**config.mk**
```make
export PLATFORM = sky130hd
export DESIGN_NAME = addr_latch_bank
export DESIGN_NICKNAME = d
export VERILOG_FILES = /design/src/rtl/olb_pkg.sv /design/src/rtl/olb_sync.sv /design/src/rtl/olb_latch_bank.sv /design/src/rtl/olb_out_gate.sv /design/src/rtl/addr_latch_bank.sv
export SDC_FILE = /design/constraint.sdc
export NUM_CORES = 1
export LEC_CHECK = 0
export BUFFER_PORTS_ARGS = -buffer_cell sky130_fd_sc_hd__buf_4
export CORE_UTILIZATION = 25
export CTS_CLUSTER_DIAMETER = 40
export DETAILED_ROUTE_END_ITERATION = 10
export GPL_TIMING_DRIVEN = 0
export PLACE_DENSITY = 0.53
export RECOVER_POWER = 100
export REMOVE_ABC_BUFFERS = 1
export SLEW_MARGIN = 20
export SYNTH_ARGS = -nofsm -noshare
export SYNTH_HDL_FRONTEND = slang
export SYNTH_SLANG_ARGS = --single-unit
```
**constraint.sdc**
```tcl
create_clock -name clk -period 1.62 [get_ports clk]
set_input_delay 0.081 -clock clk [delete_from_list [all_inputs] [get_ports clk]]
set_output_delay 0.081 -clock clk [all_outputs]
set_load 0.01 [all_outputs]
```
**src/rtl/olb_pkg.sv**
```systemverilog
package olb_pkg;
  // Synchronized control levels used by the bank
  typedef struct packed {
    logic data;
    logic cs_n;
    logic clr_n;
    logic oe;
    logic ovt;
  } olb_ctl_t;

  localparam int CTL_W = $bits(olb_ctl_t);
  // Safe levels while in reset: no write, clear active, blanked
  localparam olb_ctl_t CTL_RST = '{data: 1'b0, cs_n: 1'b1, clr_n: 1'b0, oe: 1'b0, ovt: 1'b0};
endpackage

```
**src/rtl/olb_sync.sv**
```systemverilog
module olb_sync #(
  parameter int W      = 8,
  parameter int STAGES = 2,
  parameter logic [W-1:0] RST_VAL = '0
) (
  input  logic         clk,
  input  logic         rst_n,
  input  logic [W-1:0] d,
  output logic [W-1:0] q
);
  logic [W-1:0] stg [STAGES];

  always_ff @(posedge clk or negedge rst_n) begin
    if (!rst_n) stg[0] <= RST_VAL;
    else        stg[0] <= d;
  end

  for (genvar k = 1; k < STAGES; k++) begin : g_stage
    always_ff @(posedge clk or negedge rst_n) begin
      if (!rst_n) stg[k] <= RST_VAL;
      else        stg[k] <= stg[k-1];
    end
  end

  assign q = stg[STAGES-1];
endmodule

```
**src/rtl/olb_latch_bank.sv**
```systemverilog
module olb_latch_bank #(
  parameter int NUM_CH = 8,
  parameter int ADDR_W = 3
) (
  input  logic              clk,
  input  logic              rst_n,
  input  logic [ADDR_W-1:0] addr,
  input  logic              data,
  input  logic              cs_n,
  input  logic              clr_n,
  output logic [NUM_CH-1:0] q
);
  for (genvar ch = 0; ch < NUM_CH; ch++) begin : g_ch
    logic hit;
    assign hit = (addr == ADDR_W'(ch));
    always_ff @(posedge clk or negedge rst_n) begin
      if (!rst_n)            q[ch] <= 1'b0;
      else if (!clr_n)       q[ch] <= 1'b0;
      else if (!cs_n && hit) q[ch] <= data;
    end
  end
endmodule

```
**src/rtl/olb_out_gate.sv**
```systemverilog
module olb_out_gate #(
  parameter int NUM_CH = 8
) (
  input  logic [NUM_CH-1:0] q,
  input  logic              oe,
  input  logic              clr_n,
  input  logic              ovt,
  output logic [NUM_CH-1:0] on
);
  logic en;
  assign en = oe & clr_n & ~ovt;
  assign on = q & {NUM_CH{en}};
endmodule

```
**src/rtl/addr_latch_bank.sv**
```systemverilog
module addr_latch_bank #(
  parameter int NUM_CH      = 8,
  parameter int SYNC_STAGES = 2,
  localparam int ADDR_W     = (NUM_CH > 1) ? $clog2(NUM_CH) : 1
) (
  input  logic              clk,
  input  logic              rst_n,
  input  logic [ADDR_W-1:0] sel_addr,
  input  logic              wr_data,
  input  logic              cs_n,
  input  logic              clr_n,
  input  logic              oe,
  input  logic              ovt,
  output logic [NUM_CH-1:0] drive_on
);
  import olb_pkg::*;

  localparam int IN_W = ADDR_W + CTL_W;
  localparam logic [IN_W-1:0] IN_RST = {ADDR_W'(0), CTL_RST};

  logic [IN_W-1:0]   raw_in;
  logic [IN_W-1:0]   syn_in;
  logic [ADDR_W-1:0] s_addr;
  olb_ctl_t          s_ctl;
  logic [NUM_CH-1:0] latch_q;

  assign raw_in = {sel_addr, wr_data, cs_n, clr_n, oe, ovt};

  olb_sync #(.W(IN_W), .STAGES(SYNC_STAGES), .RST_VAL(IN_RST)) u_sync (
    .clk(clk), .rst_n(rst_n), .d(raw_in), .q(syn_in)
  );

  assign s_addr = syn_in[IN_W-1 -: ADDR_W];
  assign s_ctl  = olb_ctl_t'(syn_in[CTL_W-1:0]);

  olb_latch_bank #(.NUM_CH(NUM_CH), .ADDR_W(ADDR_W)) u_bank (
    .clk(clk), .rst_n(rst_n), .addr(s_addr), .data(s_ctl.data),
    .cs_n(s_ctl.cs_n), .clr_n(s_ctl.clr_n), .q(latch_q)
  );

  olb_out_gate #(.NUM_CH(NUM_CH)) u_gate (
    .q(latch_q), .oe(s_ctl.oe), .clr_n(s_ctl.clr_n), .ovt(s_ctl.ovt), .on(drive_on)
  );
endmodule

```
* After elaboration in Yosys (flattened, before gate mapping)
Index checks and enable logic that the tools add are counted.
** Word-level totals
- Register bits after elaboration :: 24
- Input port bits :: 10
- Output and inout port bits :: 8
- Word-level logic and storage cells :: 55
** Operators by class
- Equal/unequal tests :: 15
- Multiplexer cells :: 16
- Bitwise logic cells :: 4
- Reduce and logical (&&, ||, !) cells :: 10
** Operators by type and width (number)
- 2-to-1 mux 1 bit :: 16
- != test 2 x 1 -> 1 bit, second input constant :: 8
- equality test 3 bit, second input constant :: 4
- bitwise AND 8 bit :: 1
- logical AND 1 bit :: 8
- equality test 3 x 2 -> 1 bit, second input constant :: 2
- equality test 3 x 1 -> 1 bit, second input constant :: 1
- zero test 3 bit :: 1
- bitwise AND 1 bit :: 2
- zero test 1 bit :: 1
- inverter 1 bit :: 1

* Longest topological paths before layout
Gate-level depths: netlist (run 1).
- Depth after elaboration :: 4
- Gate-level depth with buffers :: 3
- Mapped depth without buffers :: 2

* Hierarchy
Synthesis (run 1) repeated with hierarchy kept, for this count alone.
** Second synthesis, totals
- Cell total of the unflattened synthesis :: 66
- Area total of the unflattened synthesis :: 940.9 um^2
** By module, submodules not included
- olb_sync :: instances 1, cells an instance 24, area each 462.9 um^2, sequential area each 402.9 um^2
- olb_latch_bank :: instances 1, cells an instance 34, area each 397.9 um^2, sequential area each 200.2 um^2
- olb_out_gate :: instances 1, cells an instance 8, area each 80.1 um^2, sequential area each 0.0 um^2

* Least setup slack after synthesis (run 1)
No wires, ideal clock.
- Path kind :: reg-to-reg
- Start point :: register u_sync.stg, in the netlist u_sync.q[6]
- End point :: register u_bank.q[1]
- Setup time :: 0.080 ns
- Arrival :: 0.950 ns
- Data required time :: 1.540 ns
- Setup slack :: 0.590 ns
- Cell stages (with the launch flop) :: 3
- Path buffers :: 0
- Period minus slack after synthesis :: 1.030 ns
- Cells stage by stage :: dfrtp_1 -> nor4b_1 -> mux2i_1
** On the way
- Word-level cells in the longest chain between the ends :: 3
** RTL lines
- start, declared :: RTL line olb_sync.sv:11 : logic [W-1:0] stg [STAGES];
- start signal, assigned by index :: RTL line olb_sync.sv:21 : else stg[k] <= stg[k-1];
- equality test 3 x 1 -> 1 bit :: RTL line olb_latch_bank.sv:15 : assign hit = (addr == ADDR_W'(ch));
- logical AND 1 bit :: RTL line olb_latch_bank.sv:19 : else if (!cs_n && hit) q[ch] <= data;
- != test 2 x 1 -> 1 bit (no line)
- end signal, assigned by index :: RTL line olb_latch_bank.sv:19
- end, declared :: RTL line olb_latch_bank.sv:11 : output logic [NUM_CH-1:0] q
Every way passes these cells.
A chain may end at the register's enable or synchronous reset.

* Worst setup path in the final report (run 1)
- Start point :: register u_sync.stg, in the netlist u_sync.q[2]
- End point :: output port drive_on[1]
** On the way
- Word-level cells in the longest chain between the ends :: 3
** RTL lines
- bitwise AND 1 bit (2 in series) :: RTL line olb_out_gate.sv:11 : assign en = oe & clr_n & ~ovt;
- bitwise AND 8 bit :: RTL line olb_out_gate.sv:12 : assign on = q & {NUM_CH{en}};
- end, declared :: RTL line addr_latch_bank.sv:14 : output logic [NUM_CH-1:0] drive_on
Every way passes these cells.

==> metrics.txt, run 1 <==
status finished, final reports clean; Clock transition at path regs 120 ps; flops & latches, synth 24; Core Box Area 3150 um^2; most frequent cells in the layout dfrtp_1, clkbuf_4, nand2_1, dlygate4sd3_1, mux2i_1; Synth Area in Compound Gates 0; Critical Path Start u_sync.q[2]$_DFF_PN0_; critical path class reg2out; maximum VDD drop 402 uV; Worst Skew 6.16 ps; vias in the first global route 495; Die H 60.6 um; clk sinks 24; Max Fanout on Critical Path 10; share of cells above drive strength 1 0.239; CTS Buffer Depth 2; worst hold path type in2async; Final min period 1490 ps; Initial Util 0.273; routed wire length 1320 um; drt pass-1 iters 3; # fillers 342; Antenna Nets Post-Route 0; combinational family with the most area after synthesis simple AND/OR/NAND/NOR gates; Pleak 0.505 nW; relative slew slack 0.612; fin util 0.363; DRC viols 0; RSZ-0062 raised after global routing false; xor/xnor cell area share of the yosys netlist 0; clock latency on the worst-skew pair 300 ps; Iter 0 DRT Violations 5; Ports 18; Mapped Cells 59; Yosys cell types 11; gr ovfl total 0; Post-Synth Simple-Gate Area 0.199; die width 60.6 um; multi-input logic area 253 um^2; DR vias/cell 3.96; cell row count 20; power per cell area 842 nW/um^2; Post-Synth Adder-Cell Area 0; Slew @ Worst Pin 582 ps; CTS Root Cell clkbuf_4; kind of end point of the critical path primary output; RR Startpoint u_sync.q[6]$_DFF_PN0_; Max-Cap Viols 0; DR WL/cell 10.0 um; first-pass GRT wire length 2160 um; hpwl dp 863 um; r2r setup slk 430 ps; Layout area overhead 33.3%; mux share of post-synthesis cell area 0.0932; GPL Wtd Cong 0.699; Final Hold Vio Count 0; FF-to-FF path depth 2; most common cell after layout, fill and taps aside dfrtp_1; Max Transition Viols Final 0; mapped cell area 860 um^2; arrival time worst endpoint 1400 ps; Die Footprint 3680 um^2; H-tree levels 1; YS warnings 0; Port Buffers 17; via count 523; Fmax 673 MHz; fin crit share 0.917; final setup violation count 0; sequential area share after synthesis 0.702; FF-to-FF End u_bank.q[4]$_DFFE_PN0P_; Startpoint Class flop; Avg Cell Area, Syn 14.6 um^2; overall global routing resource usage 0.0828; setup_tns 0 ps; sequential cell area 604 um^2; Critical Path Sink drive_on[1]; initial antenna violation count 0; Layout Nets 99; Post-CTS Setup Inserts 0; # diodes 0; CTS tree built; largest net degree at the start of global routing 25; CTS buffer count 3; Worst Path Required 1540 ps
-- cells in the mapped netlist (all sizes together) --
library cell / count / area (um^2)
nor4b: 3 / 26.3
mux2i: 8 / 80.1
and3b: 1 / 8.76
dfrtp: 22 / 551
and4bb: 3 / 37.5
nor4: 1 / 6.26
nand2: 9 / 33.8
nand4b: 1 / 8.76
and2: 8 / 50.1
buf: 1 / 5.00
dfstp: 2 / 52.6
-- power by group --
group          switching [W]  internal [W]
Combinational      0.0000252     0.0000378
Clock               0.000164     0.0000959
Sequential         0.0000174      0.000625
Total               0.000207      0.000758
-- area by class of cell --
class / count / area share
clock buffer: 4 / 0.0229
multi-input combinational: 34 / 0.221
sequential: 24 / 0.527
tap: 44 / 0.0480
timing repair buffer: 26 / 0.181
-- through the flow --
step | worst slack (ps) | hold slack, ps | instance area, um^2 | cells | total power [W]
detailed placement | 379 | -6.19 | 1040 | 119 | 0.000704
floorplan | 590 | -215 | 855 | 58 | 0.000667
CTS | 11.4 | 195 | 1150 | 132 | 0.000985
finish | 135 | 296 | 1150 | 132 | 0.000965
global placement | 378 | -12.3 | 1040 | 119 | 0.000702
global route | 35.2 | 333 | 1150 | 132 | 0.00103
-- registers in the layout, summed over array words and instances, names as in the netlist --
| signal | count |
|---|---|
| u_bank.q | 8 |
| u_sync.q | 8 |
| u_sync.stg | 8 |
-- cell families (layout without fill, tap and decap cells) --
kind of cell | count (synthesis) | count (layout)
buf+inv | 1 | 30
flops | 24 | 24
mux | 8 | 8
simple gates | 26 | 26
-- worst min path at each step --
stage          depth (start not counted)  slack (ps)   from                 endpoint
2_1_floorplan                          0        -210  rst_n  u_bank.q[0]$_DFFE_PN0P_
3_3_place_gp                           1         -10  rst_n  u_bank.q[3]$_DFFE_PN0P_
3_5_place_dp                           1          -6  rst_n  u_bank.q[3]$_DFFE_PN0P_
4_1_cts                                2         200  rst_n  u_bank.q[2]$_DFFE_PN0P_
5_1_grt                                2         330  rst_n  u_bank.q[2]$_DFFE_PN0P_
6_report                               2         300  rst_n  u_bank.q[2]$_DFFE_PN0P_
-- repair_timing --
action / in CTS / in global routing
setup endpoints to repair: 0 / 8
gates resized for setup: 0 / 2
endpoints found under the hold margin: 32 / 0
hold buffers: 9 / 0
-- metal layers --
metal / GRT usage / vias up / wire [um]
li1: - / 260 / -
met1: 0.106 / 249 / 658
met2: 0.133 / 14 / 595
met3: 0.0192 / 0 / 67
met4: 0.0390 / 0 / 0
met5: 0 / - / 0
-- critical path: stages (launching register included) --
cell,delay (ps)
dfrtp_2,500
and3b_2,290
and2_0,170
buf_4,140
No activity file was read; power rests on OpenSTA's default activity.
==> inputs of run 2 (changes only) <==
--- a/config.mk
+++ b/config.mk
@@ -7,4 +7,5 @@
 export LEC_CHECK = 0
 export BUFFER_PORTS_ARGS = -buffer_cell sky130_fd_sc_hd__buf_4
+export CAP_MARGIN = 20
 export CORE_UTILIZATION = 25
 export CTS_CLUSTER_DIAMETER = 40
==> constraint.sdc (replaced) <==
create_clock -name clk -period 1.62 [get_ports clk]
set_input_delay 0.081 -clock clk [delete_from_list [all_inputs] [get_ports clk]]
set_output_delay 0.081 -clock clk [all_outputs]
set_load 0.02 [all_outputs]
==> run 2 against run 1 <==
  * Via count stayed put
  * Routed wire length shrank 0.30%
  * Clock power about the same
  * Highest routed layer unchanged
  * Combinational power increased by 1%
==> metrics.txt, run 2 (same netlist as run 1, synthesis figures left out) <==
H-tree levels 1 (unchanged); RR Startpoint u_sync.q[6]$_DFF_PN0_; maximum VDD drop 402 uV (about the same); Ports 18 (unchanged); CP top delay family flip-flops; Final Hold Vio Count 0 (unchanged); clk sinks 24 (unchanged); Max Fanout on Critical Path 10 (unchanged); via count 523 (unchanged); M1 WL 657 um (-0.15%); Critical Path Max Stage Delay 500 ps (about the same); area post-placement 1040 um^2 (unchanged); top flop regs u_bank.q: 8 flops, u_sync.q: 8 flops, u_sync.stg: 8 flops; Critical Path Slowest Stage Cell dfrtp_2; largest net degree at the start of global routing 25 (unchanged); # diodes 0 (unchanged); Core Box Area 3150 um^2 (unchanged); setup_tns 0 ps (unchanged); kind of end point of the critical path primary output; clock latency on the worst-skew pair 300 ps (about the same); Port Buffers 17 (unchanged); FF-to-FF End u_bank.q[4]$_DFFE_PN0P_; CTS tree built; DR vias/cell 3.96 (unchanged); Startpoint Class flop; Max Transition Viols Final 0 (unchanged); FF-to-FF path depth 2 (unchanged); overall global routing resource usage 0.0828 (unchanged); most frequent cells in the layout dfrtp_1, clkbuf_4, nand2_1, dlygate4sd3_1, mux2i_1; worst path cell trace and3b_2 > and2_0 > buf_4; Die H 60.6 um (unchanged); sequential cell area 604 um^2 (unchanged); Fmax 667 MHz (-0.97%); Antenna Nets Post-Route 0 (unchanged); Worst Skew 6.16 ps (unchanged); CTS buffer count 3 (unchanged); critical path class reg2out; CTS Buffer Depth 2 (unchanged); arrival time worst endpoint 1420 ps (+20 ps); Slew @ Worst Pin 582 ps (-0.00548 ps); Max-Cap Viols 0 (unchanged); first-pass GRT wire length 2160 um (unchanged); RSZ-0062 raised after global routing false; wire length on met3 64 um (-4.5%); die width 60.6 um (unchanged); routed wire length 1320 um (-0.30%); status finished, final reports clean; multi-input logic area 253 um^2 (unchanged); CTS Root Cell clkbuf_4; Layout area overhead 33.6%; hpwl dp 863 um (unchanged); Layout Nets 99 (unchanged); most common cell after layout, fill and taps aside dfrtp_1; Die Footprint 3680 um^2 (unchanged); DRC viols 0 (unchanged); GPL Wtd Cong 0.699 (unchanged); vias in the first global route 495 (unchanged); Post-CTS Setup Inserts 0 (unchanged); drt pass-1 iters 3 (unchanged); highest metal used met3; gr ovfl total 0 (unchanged); share of cells above drive strength 1 0.261 (+0.0227); Iter 0 DRT Violations 5 (unchanged); # fillers 340 (-0.58%); met2 routed WL 595 um (unchanged); fin crit share 0.926 (+0.00901); Initial Util 0.273 (unchanged); initial antenna violation count 0 (unchanged); cell row count 20 (unchanged); relative slew slack 0.612 (about the same); r2r setup slk 430 ps (about the same); Worst Path Required 1540 ps (about the same); Clock transition at path regs 120 ps (about the same); power per cell area 841 nW/um^2 (-0.15%); DR WL/cell 9.98 um (-0.30%); Layout Cell Area excl Fill 1150 um^2 (+0.22%); final setup violation count 0 (unchanged); Pleak 0.512 nW (+1.4%); worst path bufs/invs 1 (unchanged); worst hold path type in2async; Final min period 1500 ps (+14.6 ps)
[run 2: how the worst max path moves through the flow]
stage	depth (start not counted)	to	start	slack [ps]
global placement	3	drive_on[1]	u_sync.q[2]$_DFF_PN0_	360
finish	3	drive_on[1]	u_sync.q[2]$_DFF_PN0_	120
global route	3	drive_on[0]	u_sync.q[2]$_DFF_PN0_	20
floorplan	2	u_bank.q[1]$_DFFE_PN0P_	u_sync.q[6]$_DFF_PN0_	590
detailed placement	3	drive_on[1]	u_sync.q[2]$_DFF_PN0_	360
CTS	3	drive_on[1]	u_sync.q[2]$_DFF_PN0_	80
[run 2: repair_timing]
item | in CTS | in global routing
gates resized for setup | 1 | 1
setup endpoints to repair | 2 | 7
hold buffers | 9 | 0
pin swaps | 0 | 0
cloned | 0 | 0
endpoints found under the hold margin | 32 | 0
[run 2: per-stage QoR]
step	worst slack [ps]	total power [W]	hold slack, ps	util	std cells
4_1_cts	78.7	0.000986	195	0.366	132
5_1_grt	22.8	0.00103	333	0.364	132
6_report	120	0.000966	295	0.364	132
3_5_place_dp	358	0.000704	-6.19	0.329	119
3_3_place_gp	358	0.000702	-12.3	0.329	119
2_1_floorplan	590	0.000667	-215	-	58
[run 2: worst reg2reg max path: stages (launching register included)]
cell	delay, ps
dfrtp_1	470
nor4b_1	420
mux2i_1	240
[run 2: cell type report]
type,instances,area share
clock buffer,4,0.0229
timing repair buffer,26,0.183
sequential,24,0.526
multi-input combinational,34,0.220
tap,44,0.0479
[run 2: power by group]
part / switching [W] / internal [W]
clock network: 0.000164 / 0.0000959
logic: 0.0000257 / 0.0000378
registers: 0.0000174 / 0.000625
total: 0.000207 / 0.000758
[run 2: per-layer routing]
layer	track usage	up-vias
met3	0.0192	0
met1	0.106	249
met2	0.133	14
li1	-	260
met4	0.0390	0
met5	0	-
==> inputs of run 3 (changes only) <==
- CORE_UTILIZATION: 25 -> 50
- GPL_TIMING_DRIVEN: 0 -> unset
- PLACE_DENSITY: 0.53 -> 0.84
==> run 3 against run 2 <==
  * The run now ends with design-rule violations left
  * Worst hold slack worse by 100 ps
  * Critical path type unchanged
  * Clock skew is 5.2 ps lower
  * Largest cell class unchanged
  * Largest power group unchanged
  * Global-route usage is 7.5 points higher
  * Core utilization is 35 points higher
  * Design area is 3.6% lower
==> metrics.txt, run 3 (same netlist as run 1, synthesis figures left out) <==
RSZ-0062 raised after global routing false; Seq pwr share 0.675 (+0.010); clock power share 0.258 (-0.011); drt pass-1 iters 8 (+5); setup_tns 0 ps (unchanged); Ports 18 (unchanged); top flop regs u_bank.q: 8 flops, u_sync.q: 8 flops, u_sync.stg: 8 flops; area post-placement 1000 um^2 (-3.4%); Max Fanout on Critical Path 10 (unchanged); critical path class reg2out; Power Internal 0.000759 W (about the same); Iter 0 DRT Violations 6 (+1); Slew @ Worst Pin 400 ps (-182 ps); worst hold path type in2async; worst path cell trace and3b_1 > and2_0 > buf_4; die width 43.5 um (-28%); # fillers 106 (-69%); cell row count 14 (-30%); Layout Cell Area excl Fill 1110 um^2 (-3.6%); fin util 0.710 (+0.346); GPL Wtd Cong 0.693 (-0.99%); fin crit share 0.926 (about the same); Final min period 1500 ps (-0.144 ps); Worst Skew 1.00 ps (-5.16 ps); Comb power frac 0.067 (about the same); Core Box Area 1560 um^2 (-51%); maximum VDD drop 691 uV (+72%); sw frac 0.203 (-0.0116); violated checks design-rule violations; CTS Root Cell clkbuf_4; vias in the first global route 494 (-0.20%); most frequent cells in the layout dfrtp_1, clkbuf_4, nand2_1, dlygate4sd3_1, mux2i_1; CP top delay family flip-flops; H-tree levels 1 (unchanged); Max-Cap Viols 0 (unchanged); Layout area overhead 28.8%; # diodes 0 (unchanged); hpwl dp 875 um (+1.3%); Clock transition at path regs 110 ps (about the same); DR vias/cell 5.25 (+33%); Antenna Nets Post-Route 0 (unchanged); CTS Buffer Depth 2 (unchanged); sequential cell area 604 um^2 (unchanged); Fmax 667 MHz (about the same); largest net degree at the start of global routing 25 (unchanged); relative slew slack 0.731 (+0.119); arrival time worst endpoint 1420 ps (about the same); Pleak 0.514 nW (+0.55%); Critical Path Max Stage Delay 490 ps (about the same); final setup violation count 0 (unchanged); Post-CTS Setup Inserts 0 (unchanged); clk sinks 24 (unchanged); Die Footprint 1890 um^2 (-49%); Place WS 390 ps (+31.7 ps); Critical Path Slowest Stage Cell dfrtp_2; Final Hold Vio Count 0 (unchanged); worst path bufs/invs 1 (unchanged); Initial Util 0.551 (+0.279); CTS tree built; via count 546 (+4.4%); Total Power 0.000952 W (-1.4%); Max Transition Viols Final 0 (unchanged); first-pass GRT wire length 2080 um (-3.8%); Port Buffers 17 (unchanged); gr ovfl total 0 (unchanged); power per cell area 860 nW/um^2 (+2.3%); CTS buffer count 3 (unchanged); Die H 43.5 um (-28%); DRC viols 4 (+4); share of cells above drive strength 1 0.250 (-0.0114); DR WL/cell 12.6 um (+27%); Worst Path Required 1540 ps (about the same); most common cell after layout, fill and taps aside dfrtp_1; Startpoint Class flop; multi-input logic area 251 um^2 (-0.49%); clock latency on the worst-skew pair 290 ps (about the same); Psw 0.000193 W (-6.7%); overall global routing resource usage 0.158 (+0.0750); status complete, but fails checks; Layout Nets 99 (unchanged); Final WS setup 120 ps (+0.144 ps); kind of end point of the critical path primary output; initial antenna violation count 0 (unchanged); routed wire length 1310 um (-0.30%)
## run 3: cell count changes in the layout (fill, tap and decap cells not counted), sizes merged
cell    before  now
buf          6    4
clkbuf      15   17
## run 3: layer usage
metal	track usage	up-vias	wire length, um
met5	0	-	0
met2	0.276	16	717
met1	0.180	268	535
met4	0.0750	0	0
met3	0.0417	0	61
li1	-	262	-
## run 3: cell type report
cell class	count	area share
Tap cell	16	0.0181
Clock buffer	4	0.0237
Timing Repair Buffer	26	0.185
Multi-Input combinational cell	34	0.227
Sequential cell	24	0.546
## run 3: path summary, 6_finish.rpt
kind	startpoint	to	slack [ps]	cells after the start
worst max-delay path	u_sync.q[2]$_DFF_PN0_	drive_on[4]	120	3
worst min-delay path	rst_n	u_bank.q[5]$_DFFE_PN0P_	190	2
worst max register to register	u_sync.q[3]$_DFF_PN1_	u_bank.q[0]$_DFFE_PN0P_	450	2
worst min register to register	u_sync.stg[14]$_DFF_PN0_	u_sync.q[6]$_DFF_PN0_	360	0
max in group asynchronous	rst_n	u_sync.stg[11]$_DFF_PN1_	1150	2
min in group clk	u_sync.stg[14]$_DFF_PN0_	u_sync.q[6]$_DFF_PN0_	360	0
## run 3: per-stage QoR
stage / hold WS, ps / std cells
2_1_floorplan: -215 / 58
3_3_place_gp: -16.7 / 91
3_5_place_dp: -10.6 / 91
4_1_cts: 195 / 104
5_1_grt: 202 / 104
6_report: 195 / 104
## run 3: worst reg2reg max path, delay by kind of cell (launching register included)
kind / cells / cell delay [ps]
flip-flops: 1 / 450
multiplexers: 1 / 230
AND/OR/NAND/NOR: 1 / 430
## run 3: power by group through the flow
stage	clock [W]	combinational [W]	sequential, W
2_1_floorplan	0	0.0000181	0.000649
3_3_place_gp	0	0.0000486	0.000652
3_5_place_dp	0	0.0000501	0.000654
4_1_cts	0.000261	0.0000671	0.000643
5_1_grt	0.000288	0.0000711	0.000646
6_report	0.000246	0.0000639	0.000643
## run 3: what timing repair did
item,4_1_cts,5_1_grt
setup endpoints to repair,0,8
gates resized for setup,0,1
hold buffers,9,0
endpoints found under the hold margin,32,0
